[config.mk]
export PLATFORM = sky130hd
export DESIGN_NAME = pcs100_tx_encoder
export DESIGN_NICKNAME = d
export VERILOG_FILES = /design/src/rtl/pcs_tx_pkg.sv /design/src/rtl/pcs_tx_lane_pack.sv /design/src/rtl/pcs_tx_framer.sv /design/src/rtl/pcs100_tx_encoder.sv
export SDC_FILE = /design/constraint.sdc
export NUM_CORES = 1
export LEC_CHECK = 0
export BUFFER_PORTS_ARGS = -buffer_cell sky130_fd_sc_hd__clkbuf_2
export CAP_MARGIN = 15
export CORE_AREA = 5 5 47 49
export DETAILED_ROUTE_END_ITERATION = 8
export DIE_AREA = 0 0 52 54
export PLACE_DENSITY = 0.69
export SETUP_SLACK_MARGIN = 0.5
export SLEW_MARGIN = 20
export SYNTH_ARGS = -nofsm -noshare
export SYNTH_HDL_FRONTEND = slang
export SYNTH_HIERARCHICAL = 1
export SYNTH_SLANG_ARGS = --single-unit
export TNS_END_PERCENT = 20
[constraint.sdc]
create_clock -name clk -period 1.8 [get_ports clk]
set_clock_uncertainty 0.1 [all_clocks]
set_input_delay 0.36 -clock clk [delete_from_list [all_inputs] [get_ports clk]]
set_output_delay 0.36 -clock clk [all_outputs]
set_load 0.03 [all_outputs]
[src/rtl/pcs_tx_pkg.sv]
package pcs_tx_pkg;
  localparam int SYM_W  = 5;
  localparam int NIB_W  = 4;
  localparam int LANE_W = 2;

  localparam logic [SYM_W-1:0] SYM_IDLE = 5'b11111;
  localparam logic [SYM_W-1:0] SYM_J    = 5'b11000;
  localparam logic [SYM_W-1:0] SYM_K    = 5'b10001;
  localparam logic [SYM_W-1:0] SYM_T    = 5'b01101;
  localparam logic [SYM_W-1:0] SYM_R    = 5'b00111;
  localparam logic [SYM_W-1:0] SYM_ERR  = 5'b00100;

  typedef enum logic [1:0] {
    FR_IDLE = 2'd0,
    FR_K    = 2'd1,
    FR_DATA = 2'd2,
    FR_R    = 2'd3
  } fr_state_e;

  function automatic logic [SYM_W-1:0] nib_to_sym(input logic [NIB_W-1:0] n);
    logic [SYM_W-1:0] s;
    case (n)
      4'h0: s = 5'b11110;
      4'h1: s = 5'b01001;
      4'h2: s = 5'b10100;
      4'h3: s = 5'b10101;
      4'h4: s = 5'b01010;
      4'h5: s = 5'b01011;
      4'h6: s = 5'b01110;
      4'h7: s = 5'b01111;
      4'h8: s = 5'b10010;
      4'h9: s = 5'b10011;
      4'hA: s = 5'b10110;
      4'hB: s = 5'b10111;
      4'hC: s = 5'b11010;
      4'hD: s = 5'b11011;
      4'hE: s = 5'b11100;
      default: s = 5'b11101;
    endcase
    return s;
  endfunction

  function automatic logic [SYM_W-1:0] data_sym(input logic [NIB_W-1:0] n,
                                                input logic err);
    return err ? SYM_ERR : nib_to_sym(n);
  endfunction
endpackage

[src/rtl/pcs_tx_lane_pack.sv]
module pcs_tx_lane_pack #(
  parameter int IN_W  = 2,
  parameter int OUT_W = 4
) (
  input  logic             clk,
  input  logic             rst_n,
  input  logic             narrow,
  input  logic [OUT_W-1:0] din,
  output logic [OUT_W-1:0] word,
  output logic             slot
);
  localparam int LANES = OUT_W / IN_W;
  localparam int CW    = (LANES > 1) ? $clog2(LANES) : 1;

  logic [CW-1:0]   cnt;
  logic [IN_W-1:0] hold [LANES-1];
  logic [OUT_W-1:0] word_n;
  logic            last;

  assign last = (cnt == CW'(LANES - 1));

  always_ff @(posedge clk) begin
    if (!rst_n) begin
      cnt <= '0;
      for (int g = 0; g < LANES - 1; g++) hold[g] <= '0;
    end else if (!narrow) begin
      cnt <= '0;
    end else begin
      for (int g = 0; g < LANES - 1; g++)
        if (cnt == CW'(g)) hold[g] <= din[IN_W-1:0];
      cnt <= last ? '0 : cnt + 1'b1;
    end
  end

  for (genvar g = 0; g < LANES - 1; g++) begin : g_lane
    assign word_n[g*IN_W +: IN_W] = hold[g];
  end
  assign word_n[OUT_W-1 -: IN_W] = din[IN_W-1:0];

  assign word = narrow ? word_n : din;
  assign slot = narrow ? last : 1'b1;
endmodule

[src/rtl/pcs_tx_framer.sv]
module pcs_tx_framer
  import pcs_tx_pkg::*;
(
  input  logic             clk,
  input  logic             rst_n,
  input  logic             slot,
  input  logic             bypass,
  input  logic             en,
  input  logic             err,
  input  logic [NIB_W-1:0] nib,
  input  logic [SYM_W-1:0] raw,
  output logic [SYM_W-1:0] sym_nxt,
  output logic             frame_start,
  output logic             frame_end
);
  fr_state_e st, st_nxt;
  logic fs, fe;

  always_comb begin
    st_nxt  = st;
    sym_nxt = SYM_IDLE;
    fs      = 1'b0;
    fe      = 1'b0;
    if (bypass) begin
      sym_nxt = raw;
      st_nxt  = FR_IDLE;
    end else begin
      case (st)
        FR_IDLE: if (en) begin
          sym_nxt = SYM_J;
          st_nxt  = FR_K;
          fs      = 1'b1;
        end
        FR_K: begin
          sym_nxt = SYM_K;
          st_nxt  = FR_DATA;
        end
        FR_DATA: if (en) begin
          sym_nxt = data_sym(nib, err);
        end else begin
          sym_nxt = SYM_T;
          st_nxt  = FR_R;
          fe      = 1'b1;
        end
        FR_R: begin
          sym_nxt = SYM_R;
          st_nxt  = FR_IDLE;
        end
        default: st_nxt = FR_IDLE;
      endcase
    end
  end

  assign frame_start = slot & fs;
  assign frame_end   = slot & fe;

  always_ff @(posedge clk) begin
    if (!rst_n)    st <= FR_IDLE;
    else if (slot) st <= st_nxt;
  end
endmodule

[src/rtl/pcs100_tx_encoder.sv]
module pcs100_tx_encoder
  import pcs_tx_pkg::*;
(
  input  logic             clk,
  input  logic             rst_n,
  input  logic             rmii_sel,
  input  logic             enc_en,
  input  logic             speed100,
  input  logic [NIB_W-1:0] mac_txd,
  input  logic             mac_txen,
  input  logic             mac_txer,
  output logic [SYM_W-1:0] sym,
  output logic             sym_vld
);
  logic [NIB_W-1:0] nib;
  logic             slot;
  logic             bypass;
  logic             err_eff;
  logic [SYM_W-1:0] raw;
  logic [SYM_W-1:0] sym_nxt;
  logic             frame_start;
  logic             frame_end;

  assign bypass  = ~enc_en & ~rmii_sel;
  assign err_eff = mac_txer & speed100 & ~rmii_sel;
  assign raw     = {mac_txer, mac_txd};

  pcs_tx_lane_pack #(.IN_W(LANE_W), .OUT_W(NIB_W)) i_pack (
    .clk    (clk),
    .rst_n  (rst_n),
    .narrow (rmii_sel),
    .din    (mac_txd),
    .word   (nib),
    .slot   (slot)
  );

  pcs_tx_framer i_framer (
    .clk         (clk),
    .rst_n       (rst_n),
    .slot        (slot),
    .bypass      (bypass),
    .en          (mac_txen),
    .err         (err_eff),
    .nib         (nib),
    .raw         (raw),
    .sym_nxt     (sym_nxt),
    .frame_start (frame_start),
    .frame_end   (frame_end)
  );

  always_ff @(posedge clk) begin
    if (!rst_n) begin
      sym     <= SYM_IDLE;
      sym_vld <= 1'b0;
    end else begin
      sym_vld <= slot;
      if (slot) sym <= sym_nxt;
    end
  end
endmodule

-- Word level (Yosys, flattened, before mapping)
Memories as Yosys holds them, arrays and structs flattened.
Cells that the tools add are included.
- memory bits (writable): 2
- memories: 2
- word-level logic and storage cells: 40
- ROM bits: 80
- flip-flop bits (word level): 9
- input bits: 11
- equal/unequal tests: 5
- multiplexer cells: 18
- reductions and logical operators: 4
- bitwise gates (word level): 6
- add/subtract/negate cells: 1
- memory list (memory ; words ; width ; rd ports ; clocked after memory_dff ; wr ports ; RTL line ; text):
    (name not given) ; 16 ; 5 ; 1 ; 0 ; 0 ; pcs_tx_pkg.sv:22 ; case (n)
    i_pack.hold ; 1 ; 2 ; 1 ; 0 ; 1 ; pcs_tx_lane_pack.sv:16 ; logic [IN_W-1:0] hold [LANES-1];
- operators with widths (cell ; count):
    one-hot mux 5 bit (4 select lines) ; 1
    2-to-1 mux 5 bit ; 3
    2-to-1 mux 2 bit ; 4
    one-hot mux 2 bit (4 select lines) ; 1
    2-to-1 mux 1 bit ; 7
    inequality test 3 bit (second input constant) ; 2
    equality test 2 bit (second input constant) ; 2
    2-to-1 mux 4 bit ; 1
    bitwise AND 1 bit ; 3
    2-to-1 mux 3 bit ; 1
    NOT 1 bit ; 3
    AND reduction 3 bit ; 1
    OR reduction 3 bit ; 1
    equality test 2 x 1 -> 1 bit (second input constant) ; 1
    zero test 2 bit ; 1
    OR reduction 2 bit ; 1
    adder 1 bit (second input constant) ; 1

-- Depth between registers and ports, before layout
An unclocked memory read counts as a cell.
- word-level depth: 7
- mapped depth: 8
- mapped depth without buffers: 8

-- Modules after synthesis
The synthesis kept the hierarchy.
- modules (own cells, without submodules) (module ; cells each ; times used ; area an instance (um2)):
    pcs_tx_framer ; 52 ; 1 ; 366.6
    pcs100_tx_encoder ; 21 ; 1 ; 219.0
    pcs_tx_lane_pack ; 13 ; 1 ; 166.4

-- Worst setup path after synthesis
Ideal clock, no wire load.
- kind: input to register
- start: input rmii_sel
- end: register sym[1]
- required time: 1641 ps
- stages: 6
- path buffers: 0
- arrival: 1575 ps
- path slack: 66 ps
- cell sequence: mux2_2 xnor2_1 a221o_1 a222oi_1 mux2i_1 nand2_1
- cells in the longest elaborated chain, start to end: 6
- ends and longest elaborated chain (item ; RTL line ; text):
    from (decl) ; pcs100_tx_encoder.sv:6 ; input logic rmii_sel,
    2-to-1 mux 4 bit or NOT 1 bit (tied branches) ; n/a ;
    memory (16 x 5 bit) or bitwise AND 1 bit (tied branches) ; n/a ;
    2-to-1 mux 5 bit ; pcs_tx_pkg.sv:45 ; return err ? SYM_ERR : nib_to_sym(n);
    2-to-1 mux 5 bit ; pcs_tx_framer.sv:38 ; FR_DATA: if (en) begin
    one-hot mux 5 bit (4 select lines) ; pcs_tx_framer.sv:28 ; case (st)
    2-to-1 mux 5 bit (*) ; pcs_tx_framer.sv:24 ; if (bypass) begin
    named net sym_nxt[1] ; pcs100_tx_encoder.sv:20 ; logic [SYM_W-1:0] sym_nxt;
    to (signal assigned) ; pcs100_tx_encoder.sv:57 ; if (slot) sym <= sym_nxt;
    to (decl) ; pcs100_tx_encoder.sv:12 ; output logic [SYM_W-1:0] sym,
Mark *: on every way through the listed nets, which the timed path passes. The rest lies on a longest branch.
A chain may end at the register's enable or synchronous reset.

-- Final worst setup path
- start: input rmii_sel
- end: register sym[1]
- cells in the longest elaborated chain, start to end: 6
- ends and longest elaborated chain (item ; RTL line ; text):
    2-to-1 mux 4 bit ; pcs_tx_lane_pack.sv:40 ; assign word = narrow ? word_n : din;
    named net nib[2] ; pcs100_tx_encoder.sv:15 ; logic [NIB_W-1:0] nib;
    memory (16 x 5 bit) ; n/a ;
    2-to-1 mux 5 bit ; pcs_tx_pkg.sv:45 ;
    2-to-1 mux 5 bit ; pcs_tx_framer.sv:38 ;
    one-hot mux 5 bit (4 select lines) ; pcs_tx_framer.sv:28 ;
    2-to-1 mux 5 bit ; pcs_tx_framer.sv:24 ;
    named net sym_nxt[1] ; pcs100_tx_encoder.sv:20 ;
The timed path passes the listed nets, and every way through them passes these cells.

==> key figures <==
Run status
  – Status: finished, final reports clean

STA
  – Period utilization: 90.4%
  – Final Hold Viols: 0
  – Tmin final: 1.63 ns
  – RSZ-0062 raised after global routing: true
  – Rel. slew slack: 78.3%
  – Highest Clock Rate: 615 MHz
  – Worst slew pin tran: 0.326 ns
  – Hold_ws: 0.281 ns
  – # setup viols final: 0
  – Slew Limit Fails: 0

Power
  – Max IR drop VDD: 0.464 mV
  – Leak Pwr: 0.540 nW
  – Pwr per Cell Area: 645 nW/um^2

Global routing
  – Largest net degree at the start of global routing: 13
  – Grt total ovfl: 0
  – Initial antenna violation count: 0
  – GR Util All Layers: 14.9%
  – Vias in the first global route: 733
  – First-pass GRT wire length: 3.11 mm

Cells and area
  – Layout cells sized above 1: 49.2%
  – Synthesis-to-finish area growth: 54.7%
  – Final cell count without fillers: 149
  – Layout Nets: 138
  – Final Cell Area: 1140 um^2
  – ANT cells: 0

Die
  – Starting Density: 40.6%
  – Die Span Y: 54 um
  – Die Wd: 52 um
  – Ports: 17
  – Row cnt: 16
  – Core ar.: 1820 um^2
  – Die area: 2810 um^2

Logic synthesis
  – Synth warn: 6
  – Syn_nets: 99
  – Cells after Synth: 84
  – Avg Cell Area, Syn: 8.80 um^2
  – Cell Area, Synth: 739 um^2

Critical path
  – Crit end category: flop
  – Crit Reg-Reg Endpoint: sym[4]
  – CP Launch Point: rmii_sel
  – Worst-case reg-to-reg path depth: 7
  – Startpoint Class: primary input
  – Setup CP Type: primary input to flop
  – Crit path max fanout: 5
  – CP arrival: 1.73 ns
  – CP max stage delay: 0.33 ns
  – R2r setup slk: 0.19 ns
  – Reg-to-Reg Start: i_pack/hold[0][1]
  – CP max-delay cell: mux2_4
  – Worst Setup EP: sym[1]
  – Worst endpoint required time: 1.90 ns
  – CP cell instances: buf_8, mux2_4, xnor2_2, a221o_1, a222oi_1, mux2i_1, nand2_1

Clock tree
  – Clock slew seen by the registers of the worst setup and hold paths: 0.07 ns
  – CTS root buf: clkbuf_4
  – CTS tree: yes
  – Hold buffers post-CTS: 0
  – Clock sinks: 11
  – Max clock buf depth: 2
  – Skew-Pair Late Insertion Delay: 0.26 ns
  – CTS Buf Count: 3
  – H-tree depth: 1

Placed design
  – Buffers added on ports: 16
  – DP Cell Count: 135
  – Gp weighted congestion: 0.848
  – DP Area: 921 um^2
  – DP HPWL: 1.40 mm

Routing
  – Pre-Repair DR Iteration Count: 4
  – First DRT Iteration DRCs: 11
  – Vias: 747
  – WL/cell: 13.3 um
  – Drt via density: 5.01
  – Remaining antenna violation count: 0
  – Post-route DRC violation count: 0
  – DRT Wirelength: 1.98 mm

Worst hold path
  – Worst hold path class: primary input to flop

Flow run
  – Maxcap violations: 0
## critical path, delay by kind of cell
family,cells,cell delay [ns]
compound gates,2,0.60
xor+xnor,1,0.14
buf+inv,1,0.11
mux,2,0.45
simple gates,1,0.07
## what timing repair did
action / CTS / global route
gates cloned: 0 / 0
endpoints found under the hold margin: 0 / 0
endpoints found under the setup margin: 7 / 10
pin swaps: 4 / 6
buffers inserted: 4 / 6
gates resized for setup: 11 / 19
## layout by cell type, fill, tap and decap left out, types with 2 or more instances in the layout
| master | instances |
|---|---|
| inv_1 | 7 |
| ha_4 | 2 |
| buf_4 | 16 |
| nand2_1 | 11 |
| clkbuf_2 | 15 |
| and3_1 | 2 |
| nor2b_1 | 4 |
| edfxtp_1 | 2 |
| mux2_4 | 4 |
| o21bai_1 | 2 |
| dfxtp_1 | 7 |
| nor2_1 | 4 |
| mux2i_1 | 5 |
| nor3_2 | 2 |
| and2_2 | 2 |
| buf_6 | 3 |
| ha_1 | 2 |
| clkbuf_4 | 3 |
| a222oi_1 | 2 |
## worst min-delay path by stage
stage	from	endpoint	slack [ns]	cells past startpoint
floorplan	rst_n	sym[0]	0.32	1
global placement	sym[4]	sym[4]	0.36	2
detailed placement	sym[3]	sym[3]	0.36	2
CTS	rst_n	sym[0]	0.29	2
global route	rst_n	sym[1]	0.30	2
finish	rst_n	sym[0]	0.28	2
## routing by layer
layer	global-route usage [%]	wire, um
met5	0	0
met4	6.55	31
met3	3.88	101
met2	25.9	982
met1	17.1	866
## power by group
group          switching (mW)  internal [mW]
Clock                  0.0750         0.0854
Sequential             0.0136          0.273
Combinational           0.148          0.143
## sequential cells by signal, summed over array words and instances, names as in the netlist
register,cells
sym,5
sym_vld,1
i_framer/st,2
i_pack/hold,2
i_pack/cnt,1
## cell type report
class,count,area (um^2)
inverters,9,36.3
well taps,27,33.8
fillers,152,678
clock buffers,4,26.3
repair buffers,36,264
flip-flops and latches,11,245
multi-input cells,62,538
## stage by stage
stage	power, mW	setup TNS (ns)	util, %	worst slack [ns]
after floorplan	0.431	0	-	0.155
after global placement	0.503	-0.157	50.5	-0.0687
after detailed placement	0.510	-0.315	50.5	-0.161
after CTS	0.696	0	56.2	0.156
after global routing	0.795	0	62.8	0.0944
final	0.738	0	62.8	0.173
(Power assumes the default switching activity.)
